$ cat src/rtl/pwr_gate_seq_pkg.sv
package pwr_gate_seq_pkg;

    localparam int EVT_W = 3;
    localparam int PH_W  = 2;

    // Phase encoding, visible on state_code
    typedef enum logic [PH_W-1:0] {
        PH_OFF   = 2'd0,
        PH_WAKE  = 2'd1,
        PH_RUN   = 2'd2,
        PH_GATED = 2'd3
    } phase_e;

    // Event encoding
    localparam logic [EVT_W-1:0] EV_NOP     = 3'd0;
    localparam logic [EVT_W-1:0] EV_PWR_ON  = 3'd1;
    localparam logic [EVT_W-1:0] EV_PWR_RDY = 3'd2;
    localparam logic [EVT_W-1:0] EV_SLEEP   = 3'd3;
    localparam logic [EVT_W-1:0] EV_PWR_OFF = 3'd4;

    typedef struct packed {
        logic pwr_on;
        logic pwr_rdy;
        logic sleep;
        logic pwr_off;
    } req_t;

    typedef struct packed {
        phase_e phase;
    } seq_regs_t;

endpackage

$ cat src/rtl/pwr_gate_seq_evt_dec.sv
module pwr_gate_seq_evt_dec
    import pwr_gate_seq_pkg::*;
#(
    parameter int CODE_W = EVT_W
) (
    input  logic [CODE_W-1:0] code,
    output req_t              req
);
    // Unlisted codes decode to no request
    always_comb begin
        req = '0;
        unique case (code)
            CODE_W'(EV_PWR_ON):  req.pwr_on  = 1'b1;
            CODE_W'(EV_PWR_RDY): req.pwr_rdy = 1'b1;
            CODE_W'(EV_SLEEP):   req.sleep   = 1'b1;
            CODE_W'(EV_PWR_OFF): req.pwr_off = 1'b1;
            default:             req = '0;
        endcase
    end
endmodule

$ cat src/rtl/pwr_gate_seq_next.sv
module pwr_gate_seq_next
    import pwr_gate_seq_pkg::*;
(
    input  phase_e cur,
    input  req_t   req,
    output phase_e nxt
);
    // One forward step per matching request; everything else holds
    always_comb begin
        nxt = cur;
        unique case (cur)
            PH_OFF:   if (req.pwr_on)  nxt = PH_WAKE;
            PH_WAKE:  if (req.pwr_rdy) nxt = PH_RUN;
            PH_RUN:   if (req.sleep)   nxt = PH_GATED;
            PH_GATED: if (req.pwr_off) nxt = PH_OFF;
            default:                   nxt = PH_OFF;
        endcase
    end
endmodule

$ cat src/rtl/pwr_gate_seq_out_dec.sv
module pwr_gate_seq_out_dec
    import pwr_gate_seq_pkg::*;
(
    input  phase_e phase,
    output logic   pwr_on,
    output logic   clk_on
);
    always_comb begin
        pwr_on = (phase != PH_OFF);
        clk_on = (phase == PH_RUN);
    end
endmodule

$ cat src/rtl/pwr_gate_seq.sv
module pwr_gate_seq
    import pwr_gate_seq_pkg::*;
#(
    parameter int CODE_W = EVT_W
) (
    input  logic              clk,
    input  logic              rst,
    input  logic [CODE_W-1:0] evt_code,
    output logic              pwr_en,
    output logic              clk_en,
    output logic [PH_W-1:0]   state_code
);
    seq_regs_t regs_d, regs_q;
    req_t      req;
    phase_e    phase_nxt;

    pwr_gate_seq_evt_dec #(.CODE_W(CODE_W)) u_evt_dec (
        .code (evt_code),
        .req  (req)
    );

    pwr_gate_seq_next u_next (
        .cur (regs_q.phase),
        .req (req),
        .nxt (phase_nxt)
    );

    always_comb begin
        regs_d       = regs_q;
        regs_d.phase = phase_nxt;
        if (rst) begin
            regs_d.phase = PH_OFF;
        end
    end

    always_ff @(posedge clk) begin
        regs_q <= regs_d;
    end

    // Outputs decoded from the registered phase only
    pwr_gate_seq_out_dec u_out_dec (
        .phase  (regs_q.phase),
        .pwr_on (pwr_en),
        .clk_on (clk_en)
    );

    assign state_code = regs_q.phase;
endmodule

$ cat config.mk
export PLATFORM = sky130hd
export DESIGN_NAME = pwr_gate_seq
export DESIGN_NICKNAME = d
export VERILOG_FILES = /design/src/rtl/pwr_gate_seq_pkg.sv /design/src/rtl/pwr_gate_seq_evt_dec.sv /design/src/rtl/pwr_gate_seq_next.sv /design/src/rtl/pwr_gate_seq_out_dec.sv /design/src/rtl/pwr_gate_seq.sv
export SDC_FILE = /design/constraint.sdc
export NUM_CORES = 1
export LEC_CHECK = 0
export CAP_MARGIN = 10
export CORE_AREA = 5 5 42 44
export DETAILED_ROUTE_END_ITERATION = 16
export DIE_AREA = 0 0 47 49
export PLACE_DENSITY = 0.43
export RECOVER_POWER = 25
export REMOVE_ABC_BUFFERS = 1
export SLEW_MARGIN = 20
export SYNTH_ARGS = -nofsm -noshare
export SYNTH_HDL_FRONTEND = slang
export SYNTH_HIERARCHICAL = 1
export SYNTH_SLANG_ARGS = --single-unit
export TNS_END_PERCENT = 10
$ cat constraint.sdc
create_clock -name clk -period 1.18 [get_ports clk]
set_clock_uncertainty 0.1 [all_clocks]
set_input_delay 0.177 -clock clk [delete_from_list [all_inputs] [get_ports clk]]
set_output_delay 0.177 -clock clk [all_outputs]
set_load 0.05 [all_outputs]
==> metrics.cfg, run 1 <==
[timing]
fmax_mhz=765
timing.final.ws_setup_ns=-0.127
setup_violations=5
layout_min_cycle_time_ns=1.31
period_share_pct=111
worst_slew_pin_slew_ns=0.172
drv_slew=0
fin_hold_ws_ns=0.325
hold_viol=0
grt_setup_unrepaired=true
maxSlewHeadroom_pct=88.5

[global_route]
overflow=0
grt_pass1_wl_um=834
grt_usage_pct=5.14
antenna_found_initial=0
grt_pass1_vias=217
grt_max_degree=7

[power_and_ir_drop]
finalPower_uw=313
pwr_density_cell_nw_per_um2=816
power_leakage_uw=0.000160
vdd_drop_max_uv=278

[setup_path]
max_stage_delay_ns=0.31
critPathBufInv=2
arrival_ns=1.03
crit_path_start_kind=flop
r2r_slack_ns=-0.08
critPathKind=flop to output pin
crit_chain=buf_6 > or2_4 > buf_12
end_kind=output pin
cp_top_family=flip-flops
slowest_stage=dfxtp_2
crit_required_ns=0.90
crit_fanout=5

[job]
cap_viol_max_count=0

[layout]
diodes=0
layout.cells.most_common_list=buf_4 (5), buf_12 (4), clkbuf_4 (3)
fillers=149
layout_commonest_cell=buf_4
final_nets=41
final_cells=50
area_delta_synth_final_pct=162
largest_reg_flops=2
drive_gt1_share_pct=76.5

[synth]
synthSimpleGateAreaFrac_pct=41.9
synth_top_family_by_area=simple AND/OR/NAND/NOR gates
synth_compound_area_share_pct=10.3
synth_area_per_cell_um2=9.15
ys_ff_latch=2
synthDistinctLibCells=10
syn-instance-count=16
synth-seq-area-share_pct=27.4
synth_area_um2=146
synth_xor_area_share_pct=0
synth-warning-count=6
synth_mux_area_share_pct=15.4
synth-adder-area-share_pct=0

[route]
drt_pass1_iterations=1
via_count=184
wirelength_um=467
drt-wirelength-per-cell_um=9.34
drt_iter0_markers=0
detail-route-antenna-nets=0
post_drt_via_cell_ratio=3.68
drc=0

[floorplan]
die_width_um=47
die_h_um=49
ioPinCount=9
dieArea_um2=2300
coreArea_um2=1400
rows=14
start_util_pct=10.4

[placed_design]
port_buffers=8
placed_cells=43
place_ws_ns=-0.672
gp_congestion=0.697

[clocking]
cts.sinks=2
root_buffer=clkbuf_4
cts_tree=built
cts_max_level=1
clk_pin_slew_ns=0.03
cts-buffers-inserted=3
clk_latency_ns=0.22
clk_path_buf_depth=2

[min_path]
min_path_type=input port to flop

[run_status]
violations=negative setup slack
status=finished, violations left

-- path summary, 6_finish.rpt --
path / start / end / cells after the start
max reg2reg: state_code[0]$_SDFF_PP0_ / state_code[0]$_SDFF_PP0_ / 3
max: state_code[0]$_SDFF_PP0_ / pwr_en / 3
min reg2reg: state_code[1]$_SDFF_PP0_ / state_code[1]$_SDFF_PP0_ / 2
min: evt_code[2] / state_code[1]$_SDFF_PP0_ / 5
-- cells by family (layout without fill, tap and decap cells) --
| kind of cell | count (synthesis) | after routing |
|---|---|---|
| AND/OR/NAND/NOR | 9 | 9 |
| AO/OA/AOI/OAI | 2 | 2 |
| flip-flops | 2 | 2 |
| multiplexers | 1 | 1 |
| buffers and inverters | 2 | 20 |
-- area by class of cell --
class / count / area [um^2] / area share (%)
sequential: 2 / 42.5 / 11.1
multi-input combinational: 12 / 121 / 31.6
tap: 16 / 20.0 / 5.21
inverter: 2 / 7.51 / 1.95
timing repair buffer: 15 / 170 / 44.3
clock buffer: 3 / 22.5 / 5.86
-- report_power, final --
part           switching [uW]  internal, uW
combinational            38.9          54.6
clock                    35.4           112
sequential               1.79          70.9
-- per-stage QoR --
stage	area [um^2]	utilization [%]	TNS (ns)
finish	384	27.4	-0.299
global route	384	27.4	-0.582
CTS	379	27.1	-0.341
detailed placement	309	22.1	-1.13
global placement	309	22.1	-1.02
floorplan	146	-	-1.34
-- tightest hold or removal path: stages --
cell	delay [ns]
buf_2	0.12
nor3b_2	0.06
nand2_1	0.06
o21ai_0	0.07
nor2b_1	0.12
-- cells in the mapped netlist --
cell type	count	share of area (%)
nor3b_1	3	15
mux4_2	1	15
o21ai_0	1	3.4
a21bo_2	1	6.8
inv_1	2	5.1
and3b_2	1	6.8
nor2b_1	3	13
dfxtp_1	2	27
nand2_1	1	2.6
or2_1	1	4.3
-- repair_timing --
action | CTS | global route
endpoints found under the setup margin | 4 | 6
buffers inserted | 4 | 0
pin swaps | 1 | 0
resized for setup | 16 | 2
hold buffers | 0 | 0
-- metal layers --
metal / vias up / part of all wire [%] / GRT usage (%)
met5: - / 0 / 0
met1: 83 / 41 / 5.71
met4: 0 / 0 / 4.15
met2: 9 / 48 / 7.24
li1: 92 / - / -
met3: 0 / 10 / 2.21
No activity file was read; power rests on OpenSTA's default activity.
==> run 2, diff against run 1 <==
ABC_CLOCK_PERIOD_IN_PS = 1180   (was default)
==> results of run 2 <==
The final DEF is identical to that of run 1; final timing and power are the same.
